===== config.mk =====
export PLATFORM = sky130hd
export DESIGN_NAME = start_gate_top
export DESIGN_NICKNAME = d
export VERILOG_FILES = /design/src/rtl/start_gate_pkg.sv /design/src/rtl/bank_screen.sv /design/src/rtl/cache_tracker.sv /design/src/rtl/start_decider.sv /design/src/rtl/start_gate_top.sv
export SDC_FILE = /design/constraint.sdc
export NUM_CORES = 1
export LEC_CHECK = 0
export ABC_CLOCK_PERIOD_IN_PS = 2300
export CAP_MARGIN = 25
export CORE_MARGIN = 2
export CORE_UTILIZATION = 37
export DETAILED_ROUTE_END_ITERATION = 8
export GPL_TIMING_DRIVEN = 0
export PLACE_DENSITY = 0.76
export SLEW_MARGIN = 5
export SYNTH_ARGS = -nofsm -noshare
export SYNTH_HDL_FRONTEND = slang
export SYNTH_SLANG_ARGS = --single-unit

===== constraint.sdc =====
create_clock -name clk -period 2.3 [get_ports clk]
set_input_delay 0.69 -clock clk [delete_from_list [all_inputs] [get_ports clk]]
set_output_delay 0.69 -clock clk [all_outputs]
set_load 0.01 [all_outputs]

===== src/rtl/start_gate_pkg.sv =====
package start_gate_pkg;
   typedef enum logic [1:0] {
      AREA_VOID = 2'd0,
      AREA_RAM  = 2'd1,
      AREA_ROM  = 2'd2
   } area_e;
endpackage


===== src/rtl/bank_screen.sv =====
module bank_screen
   import start_gate_pkg::*;
#(
   parameter int BANK_W     = 8,
   parameter int MODE_W     = 8,
   parameter int VOID_LO    = 'h60,
   parameter int VOID_HI    = 'h6F,
   parameter int RAM_LO     = 'h70,
   parameter int RAM_HI     = 'h73,
   parameter int RAM_EN_BIT = 3,
   parameter int ROM_EN_BIT = 4
) (
   input  logic [BANK_W-1:0] bank,
   input  logic [MODE_W-1:0] mode,
   output area_e             area,
   output logic              bank_ok
);
   localparam logic [BANK_W-1:0] VLO = BANK_W'(VOID_LO);
   localparam logic [BANK_W-1:0] VHI = BANK_W'(VOID_HI);
   localparam logic [BANK_W-1:0] RLO = BANK_W'(RAM_LO);
   localparam logic [BANK_W-1:0] RHI = BANK_W'(RAM_HI);

   if (RAM_EN_BIT >= MODE_W || ROM_EN_BIT >= MODE_W) begin : g_bad_bits
      $error("enable bit outside mode byte");
   end
   if (RAM_LO > RAM_HI || VOID_LO > VOID_HI) begin : g_bad_range
      $error("bank range inverted");
   end

   always_comb begin
      if (bank >= VLO && bank <= VHI)
         area = AREA_VOID;
      else if (bank > RHI)
         area = AREA_VOID;
      else if (bank >= RLO)
         area = AREA_RAM;
      else
         area = AREA_ROM;
   end

   always_comb begin
      unique case (area)
         AREA_RAM: bank_ok = mode[RAM_EN_BIT];
         AREA_ROM: bank_ok = mode[ROM_EN_BIT];
         default:  bank_ok = 1'b0;
      endcase
   end

   logic unused_mode;
   assign unused_mode = ^mode;
endmodule


===== src/rtl/cache_tracker.sv =====
module cache_tracker #(
   parameter int LINE_BYTES = 16,
   parameter int NUM_LINES  = 32,
   parameter int ADDR_W     = 16,
   localparam int OFS_W     = $clog2(LINE_BYTES),
   localparam int IDX_W     = $clog2(NUM_LINES),
   localparam int CWA_W     = OFS_W + IDX_W
) (
   input  logic                 clk,
   input  logic                 rst_n,
   input  logic                 cache_wr,
   input  logic [CWA_W-1:0]     cache_wr_ofs,
   input  logic                 base_ld,
   input  logic [ADDR_W-1:0]    base_din,
   input  logic                 act_set,
   input  logic                 flush_full,
   input  logic                 flush_light,
   output logic [NUM_LINES-1:0] line_valid,
   output logic                 cache_active,
   output logic [ADDR_W-1:0]    cache_base
);
   if ((1 << OFS_W) != LINE_BYTES || (1 << IDX_W) != NUM_LINES) begin : g_bad_geom
      $error("line size and line count must be powers of two");
   end

   logic             flush_any;
   logic             last_byte;
   logic [IDX_W-1:0] wr_idx;

   assign flush_any = flush_full | flush_light;
   assign last_byte = cache_wr && (cache_wr_ofs[OFS_W-1:0] == {OFS_W{1'b1}});
   assign wr_idx    = cache_wr_ofs[CWA_W-1:OFS_W];

   for (genvar i = 0; i < NUM_LINES; i++) begin : g_line
      always_ff @(posedge clk) begin
         if (!rst_n)
            line_valid[i] <= 1'b0;
         else if (flush_any)
            line_valid[i] <= 1'b0;
         else if (last_byte && wr_idx == IDX_W'(i))
            line_valid[i] <= 1'b1;
      end
   end

   always_ff @(posedge clk) begin
      if (!rst_n) begin
         cache_active <= 1'b0;
         cache_base   <= '0;
      end else begin
         if (flush_any)
            cache_active <= 1'b0;
         else if (act_set)
            cache_active <= 1'b1;
         if (flush_full)
            cache_base <= '0;
         else if (base_ld && !flush_light)
            cache_base <= base_din;
      end
   end


   line_set_chk: assert property (@(posedge clk) disable iff (!rst_n)
      last_byte && !flush_any |=> line_valid[$past(wr_idx)]);

   full_flush_chk: assert property (@(posedge clk) disable iff (!rst_n)
      flush_full |=> line_valid == '0 && !cache_active && cache_base == '0);

   light_flush_chk: assert property (@(posedge clk) disable iff (!rst_n)
      flush_light && !flush_full |=> line_valid == '0 && !cache_active && $stable(cache_base));

   base_load_chk: assert property (@(posedge clk) disable iff (!rst_n)
      base_ld && !flush_any |=> cache_base == $past(base_din));
endmodule


===== src/rtl/start_decider.sv =====
module start_decider #(
   parameter int ADDR_W     = 16,
   parameter int CACHE_SPAN = 512
) (
   input  logic              clk,
   input  logic              rst_n,
   input  logic              start_req,
   input  logic [ADDR_W-1:0] pc,
   input  logic              cache_active,
   input  logic [ADDR_W-1:0] cache_base,
   input  logic              bank_ok,
   output logic              start_strobe,
   output logic              irq_clear,
   output logic              go_clear
);
   localparam int          SUM_W = ADDR_W + 1;
   localparam logic [SUM_W-1:0] SPAN = SUM_W'(CACHE_SPAN);

   if (CACHE_SPAN <= 0 || CACHE_SPAN > (1 << ADDR_W)) begin : g_bad_span
      $error("cache span out of range");
   end

   logic [SUM_W-1:0] pc_x, lo_x, hi_x;
   logic             win_hit, accept;

   assign pc_x    = {1'b0, pc};
   assign lo_x    = {1'b0, cache_base};
   assign hi_x    = lo_x + SPAN;
   assign win_hit = cache_active && (pc_x >= lo_x) && (pc_x < hi_x);
   assign accept  = win_hit || bank_ok;

   always_ff @(posedge clk) begin
      if (!rst_n) begin
         start_strobe <= 1'b0;
         irq_clear    <= 1'b0;
         go_clear     <= 1'b0;
      end else begin
         start_strobe <= start_req && accept;
         irq_clear    <= start_req && accept;
         go_clear     <= start_req && !accept;
      end
   end


   window_accept_chk: assert property (@(posedge clk) disable iff (!rst_n)
      start_req && win_hit |=> start_strobe);

   one_verdict_chk: assert property (@(posedge clk) disable iff (!rst_n)
      !(start_strobe && go_clear));

   idle_quiet_chk: assert property (@(posedge clk) disable iff (!rst_n)
      !start_req |=> !start_strobe && !irq_clear && !go_clear);

   pulse_len_chk: assert property (@(posedge clk) disable iff (!rst_n)
      start_strobe && !$past(start_req) |-> 1'b0);
endmodule


===== src/rtl/start_gate_top.sv =====
module start_gate_top
   import start_gate_pkg::*;
#(
   parameter int ADDR_W     = 16,
   parameter int BANK_W     = 8,
   parameter int MODE_W     = 8,
   parameter int LINE_BYTES = 16,
   parameter int NUM_LINES  = 32,
   localparam int CWA_W     = $clog2(LINE_BYTES) + $clog2(NUM_LINES),
   localparam int SPAN      = LINE_BYTES * NUM_LINES
) (
   input  logic                 clk,
   input  logic                 rst_n,
   input  logic                 start_req,
   input  logic [ADDR_W-1:0]    pc,
   input  logic [BANK_W-1:0]    prog_bank,
   input  logic [MODE_W-1:0]    mode,
   input  logic                 cache_wr,
   input  logic [CWA_W-1:0]     cache_wr_ofs,
   input  logic                 base_ld,
   input  logic [ADDR_W-1:0]    base_din,
   input  logic                 act_set,
   input  logic                 flush_full,
   input  logic                 flush_light,
   output logic                 start_strobe,
   output logic                 irq_clear,
   output logic                 go_clear,
   output logic [NUM_LINES-1:0] line_valid,
   output logic                 cache_active,
   output logic [ADDR_W-1:0]    cache_base
);
   area_e area;
   logic  bank_ok;

   bank_screen #(.BANK_W(BANK_W), .MODE_W(MODE_W)) u_screen (
      .bank(prog_bank), .mode(mode), .area(area), .bank_ok(bank_ok));

   cache_tracker #(.LINE_BYTES(LINE_BYTES), .NUM_LINES(NUM_LINES), .ADDR_W(ADDR_W)) u_cache (
      .clk(clk), .rst_n(rst_n), .cache_wr(cache_wr), .cache_wr_ofs(cache_wr_ofs),
      .base_ld(base_ld), .base_din(base_din), .act_set(act_set),
      .flush_full(flush_full), .flush_light(flush_light),
      .line_valid(line_valid), .cache_active(cache_active), .cache_base(cache_base));

   start_decider #(.ADDR_W(ADDR_W), .CACHE_SPAN(SPAN)) u_dec (
      .clk(clk), .rst_n(rst_n), .start_req(start_req), .pc(pc),
      .cache_active(cache_active), .cache_base(cache_base), .bank_ok(bank_ok),
      .start_strobe(start_strobe), .irq_clear(irq_clear), .go_clear(go_clear));


   void_refuse_chk: assert property (@(posedge clk) disable iff (!rst_n)
      start_req && !cache_active && area == AREA_VOID |=> go_clear);

   flush_wins_chk: assert property (@(posedge clk) disable iff (!rst_n)
      (flush_full || flush_light) && act_set |=> !cache_active);
endmodule


# [After elaboration in Yosys (flattened, before gate mapping)]
# Index checks and enable logic that the tools add are counted.
[classes] n_reduce_logical=45 add_sub_neg=1 n_eq_ne=34 n_mux=4 order_cmp=6 n_bitwise=2
[ops] operator="== test 5 bit (second input constant)" count=16
[ops] operator="== test 5 x 4 -> 1 bit (second input constant)" count=8
[ops] operator="logical AND 1 bit" count=39
[ops] operator="== test 5 x 3 -> 1 bit (second input constant)" count=4
[ops] operator="adder 16 x 10 -> 17 bit (second input constant)" count=1
[ops] operator="less-than comparator 16 x 17 -> 1 bit" count=1
[ops] operator=">= comparator 16 bit" count=1
[ops] operator=">= comparator 8 x 7 -> 1 bit (second input constant)" count=2
[ops] operator="== test 5 x 2 -> 1 bit (second input constant)" count=2
[ops] operator="> comparator 8 x 7 -> 1 bit (second input constant)" count=1
[ops] operator="less-or-equal comparator 8 x 7 -> 1 bit (second input constant)" count=1
[ops] operator="two-way mux 2 bit" count=3
[ops] operator="== test 5 x 1 -> 1 bit (second input constant)" count=1
[ops] operator="zero test 5 bit" count=1
[ops] operator="== test 4 bit (second input constant)" count=1
[ops] operator="OR reduction 2 bit" count=2
[ops] operator="== test 2 x 1 -> 1 bit (second input constant)" count=1
[ops] operator="== test 2 bit (second input constant)" count=1
[ops] operator="zero test 1 bit" count=2
[ops] operator="one-hot mux 1 bit (2 select lines)" count=1
[ops] operator="logical OR 1 bit" count=1
[ops] operator="NOT 1 bit" count=1
[ops] operator="OR 1 bit" count=1
[totals] ff_bits=51 elab_cells=128 out_inout_bits=52 in_bits=65

# [Longest topological paths before layout]
[depth] word_depth=9 ltp_mapped=10 depth_no_buf=10

# [Hierarchy]
# From an unflattened synthesis, not the netlist that was laid out.
[hier_totals] cells_unflattened=292 area_unflattened_um2=2575.0
[by_module_without_submodules] module="cache_tracker" n_inst=1 area_per_inst_um2=1715.4 cells_per_inst=178 seq_area_each_um2=980.9
[by_module_without_submodules] module="start_decider" n_inst=1 area_per_inst_um2=788.3 cells_per_inst=105 seq_area_each_um2=40.0
[by_module_without_submodules] module="bank_screen" n_inst=1 area_per_inst_um2=71.3 cells_per_inst=9 seq_area_each_um2=0.0

# [Least setup slack after synthesis]
# No wires, ideal clock.
[synth_timing] kind="input to register" start="input prog_bank[7]" end="register u_dec.irq_clear" arrival_time_ns=2.131 slack_ns=0.052 cell_stages=9 path_buffers=0 required_time_ns=2.183 setup_ns=0.117 path_cell_list="nor4b_1 -> and3_1 -> inv_1 -> ha_1 -> a22oi_1 -> nor2_1 -> nor4_1 -> o21ai_0 -> and4b_1"
[synth_between] elab_chain_cells=8 word_cells_on_any_way=13 classes_between="4 x order compare; 2 x eq/ne; 4 x mux; 3 x reduce/logical"
[synth_lines] item="start: declaration" line="start_gate_top.sv:16" rtl="input logic [BANK_W-1:0] prog_bank,"
[synth_lines] item=">= comparator 8 x 7 -> 1 bit" line="bank_screen.sv:35" rtl="else if (bank >= RLO)"
[synth_lines] item="two-way mux 2 bit" line="bank_screen.sv:35"
[synth_lines] item="two-way mux 2 bit" line="bank_screen.sv:33" rtl="else if (bank > RHI)"
[synth_lines] item="two-way mux 2 bit *" line="bank_screen.sv:31" rtl="if (bank >= VLO && bank <= VHI)"
[synth_lines] item="== test 2 bit or == test 2 x 1 -> 1 bit (tied branches)" line="bank_screen.sv:42" rtl="unique case (area)"
[synth_lines] item="one-hot mux 1 bit (2 select lines) *" line="bank_screen.sv:42"
[synth_lines] item="logical OR 1 bit *" line="start_decider.sv:30" rtl="assign accept = win_hit || bank_ok;"
[synth_lines] item="logical AND 1 bit *" line="start_decider.sv:39" rtl="irq_clear <= start_req && accept;"
[synth_lines] item="end signal: assignment" line="start_decider.sv:39"
[synth_lines] item="end: declaration" line="start_decider.sv:13" rtl="output logic irq_clear,"
# Mark *: on every way between the ends. The rest lies on a longest branch, timed or not.
# A chain may end at the register's enable or synchronous reset.

# [Worst setup path after layout]
[layout_timing] start="input pc[0]" end="register u_dec.irq_clear"
[layout_between] elab_chain_cells=5 word_cells_on_any_way=6 classes_between="2 x order compare; 4 x reduce/logical"
[layout_lines] item="start: declaration" line="start_gate_top.sv:15" rtl="input logic [ADDR_W-1:0] pc,"
[layout_lines] item=">= comparator 16 bit" line="start_decider.sv:29" rtl="assign win_hit = cache_active && (pc_x >= lo_x) && (pc_x < hi_x);"
[layout_lines] item="logical AND 1 bit" line="start_decider.sv:29"
[layout_lines] item="logical AND 1 bit *" line="start_decider.sv:29"
[layout_lines] item="logical OR 1 bit *" line="start_decider.sv:30"
[layout_lines] item="logical AND 1 bit *" line="start_decider.sv:39"
# Marked as above.

==> results.ini <==
[grt]
grt_max_degree = 19
globalRouteOverflowTotal = 0
antenna_found_initial = 0
grt_pass1_wl_um = 11400
globalRouteTotalUtil = 0.193
grt_pass1_vias = 2448

[setup_path]
reg2reg_depth = 10
critical_path_class = in2reg
cp_max_fo = 2
max_stage_delay_ns = 0.45
ff2ff_setup_slack_ns = 0.13
critPathArrivalTime_ns = 2.45
endpoint = u_dec.irq_clear
startpoint_type = input port
crit_family = compound AO/OA/AOI/OAI gates
cp.required_ns = 2.51
end_kind = register
r2r_start = u_cache.cache_base[9]
r2r-end = u_dec.irq_clear
startpoint = pc[0]
cp_slowest_cell = clkdlybuf4s50_1
cp.buffers_inverters = 2
cp.depth = 8
cp_cell_sequence = clkdlybuf4s50_1 -> inv_1 -> ha_1 -> nand2b_1 -> a2111o_1 -> a211oi_2 -> o31ai_1 -> and4b_1

[timing]
setup_violations = 0
fmax_mhz = 446
tightestPinTransition_ns = 0.638
period_minus_slack_ns = 2.24
fin_ws_ns = 0.0555
hold_viol_final = 0
fin_crit_sh = 0.976
skew_ns = 0.0107
finalMaxSlewViolations = 0
slew_headroom = 0.573

[place]
gp_congestion = 0.832
post-place-ws_ns = -0.797
io_buffers = 108
post-dp-hpwl_um = 5530
placed_cell_area_um2 = 3660

[detailed_routing]
drc_errors = 0
vias = 2499
routedWlPerCell_um = 14.1
dr.pass1.iters = 4
ant_nets = 0
drt_iter0_drc = 67
via_per_inst = 4.98
routed_wl_um = 7100

[yosys]
syn_nets = 398
syn_inst = 307
yosysTopAreaCell = dfxtp_1
synth_area_leaders = dfxtp_1 (41%), ha_1 (13%), a21oi_1 (11%)
synthesis.area_um2 = 2490
synth_area_per_cell_um2 = 8.10
yosysWarnings = 0
seq_area_frac_synth = 0.410
synth-seq-cells = 51
synth.distinct_cells = 39
yosysTopAreaCellShare = 0.410

[clock_network]
clk_latency_ns = 0.30
numClockSinks = 51
cts_tree = done
htree_levels = 2
postCtsHoldBufs = 0
cts_buffers = 5
cts.clk_slew.worst_paths_ns = 0.10
clock_path_buffers = 2
cts_root_buffer = clkbuf_8

[floorplanning]
num_rows = 29
io_pins = 117
die_w_um = 86.0
start_util = 0.387
dieArea_um2 = 7390
die_h_um = 86.0
core_area_um2 = 6420

[power]
finalPower_w = 0.00173
p_int_w = 0.00127
clockPowerShare = 0.318
swShare = 0.263
seqPwrFrac = 0.520
p_leak_nw = 1.37
p_sw_w = 0.000454
powerDensity_nw_per_um2 = 446
peakVddDrop_mv = 0.292
comb_power_share = 0.162

[run]
drv_cap = 0

[worst_hold_path]
hold_path_class = reg2reg

[layout]
n_antenna_cell = 0
area_growth_pct = 55.6
final_nets = 515
design_area_um2 = 3870
layout-drive-gt1-share = 0.0894

[run_status]
status = completed

## sequential cells by signal, summed over array words and instances, names as in the netlist
signal                cells
u_dec.irq_clear           1
u_dec.go_clear            1
u_cache.cache_active      1
u_cache.cache_base       16
u_cache.line_valid       32
## worst register-to-register path, cell delays in order (launching register included)
cell	delay, ns
dfxtp_4	0.39
ha_2	0.21
nand3_2	0.10
nor2_1	0.13
xnor2_1	0.08
ha_1	0.28
and3_1	0.18
o31ai_2	0.09
nor4_2	0.30
o21ai_1	0.13
and4b_1	0.20
## metal layers
metal,up-vias,global-route usage,routed length [um]
li1,1280,-,-
met1,1119,0.224,2990
met2,96,0.337,3370
met3,4,0.0722,690
met4,0,0.0447,43
met5,-,0,0
## synth_stat cells (all sizes together)
master and instances:
a2111o 1, a211oi 3, a21o 4, a21oi 56, a22oi 1, a31oi 1
a41oi 1, and2 1, and3 2, and4 2, and4b 1, buf 8
clkbuf 6, dfxtp 51, ha 26, inv 20, nand2 39, nand2b 6
nand3 4, nand3b 1, nand4 1, nor2 43, nor2b 4, nor3 3
nor4 2, nor4b 1, o211ai 1, o21a 3, o21ai 4, o21bai 1
o221ai 1, o31ai 3, or2 1, xnor2 5
## timing repair
action	4_1_cts	5_1_grt
gates resized for setup	13	29
endpoints found under the setup margin	2	2
pin swaps	8	9
setup buffers	1	1
## cell usage in the layout, fill, tap and decap left out, types with 3 or more instances in the layout
cell type          n
nand3_1            3
o21a_1             3
o21ai_1            3
a21oi_1           56
inv_1             19
nand2b_1           6
nor2b_1            4
clkdlybuf4s50_1  102
xnor2_1            5
ha_1              23
nor3_1             3
clkbuf_1           6
buf_1              3
clkbuf_8           5
nor2_1            42
buf_2              4
a21o_1             4
nand2_1           38
dfxtp_1           48
## worst min path at each step
| stage | slack, ns | to | depth (start not counted) | startpoint |
|---|---|---|---|---|
| CTS | 0.48 | u_cache.cache_base[7] | 2 | u_cache.cache_base[7] |
| finish | 0.48 | u_cache.line_valid[6] | 2 | u_cache.line_valid[6] |
| global route | 0.50 | u_cache.cache_base[4] | 2 | u_cache.cache_base[4] |
| global placement | 0.45 | u_cache.line_valid[26] | 2 | u_cache.line_valid[26] |
| floorplan | 0.49 | u_cache.cache_base[1] | 2 | u_cache.cache_base[1] |
| detailed placement | 0.46 | u_cache.line_valid[17] | 2 | u_cache.line_valid[17] |
## power groups by stage
stage / sequential, W / combinational [W] / clock, W
after floorplan: 0.000921 / 0.000114 / 0
after global placement: 0.000919 / 0.000265 / 0
after detailed placement: 0.000919 / 0.000270 / 0
after CTS: 0.000898 / 0.000275 / 0.000565
after global routing: 0.000898 / 0.000312 / 0.000600
final: 0.000897 / 0.000280 / 0.000549
## area by class of cell
type	instances	area [um2]
Sequential cell	51	1030
Tap cell	77	96.3
Fill cell	565	2550
Inverter	20	77.6
Buffer	14	61.3
Timing Repair Buffer	110	1100
Multi-Input combinational cell	222	1410
Clock buffer	5	68.8
Clock inverter	3	26.3
## cells by family (layout without fill, tap and decap cells)
logic type                 count (synthesis)  count (layout)  share of synthesized area
xor gates and xnor gates                   5               5                     0.0176
and+or+nand+nor                          111             111                      0.199
DFF                                       51              51                      0.410
AOI/OAI and AO/OA                         80              80                      0.187
adders and majority gates                 26              26                      0.131
buffers and inverters                     34             152                     0.0548
## per-stage QoR
stage	setup TNS (ns)	cells	utilization	hold WS, ns
2_1_floorplan	0	307	-	0.492
3_3_place_gp	-1.35	492	0.571	0.447
3_5_place_dp	-1.66	492	0.571	0.459
4_1_cts	0	501	0.590	0.480
5_1_grt	-0.00690	502	0.603	0.503
6_report	0	502	0.603	0.476
Power figures use the tool's default switching activity.
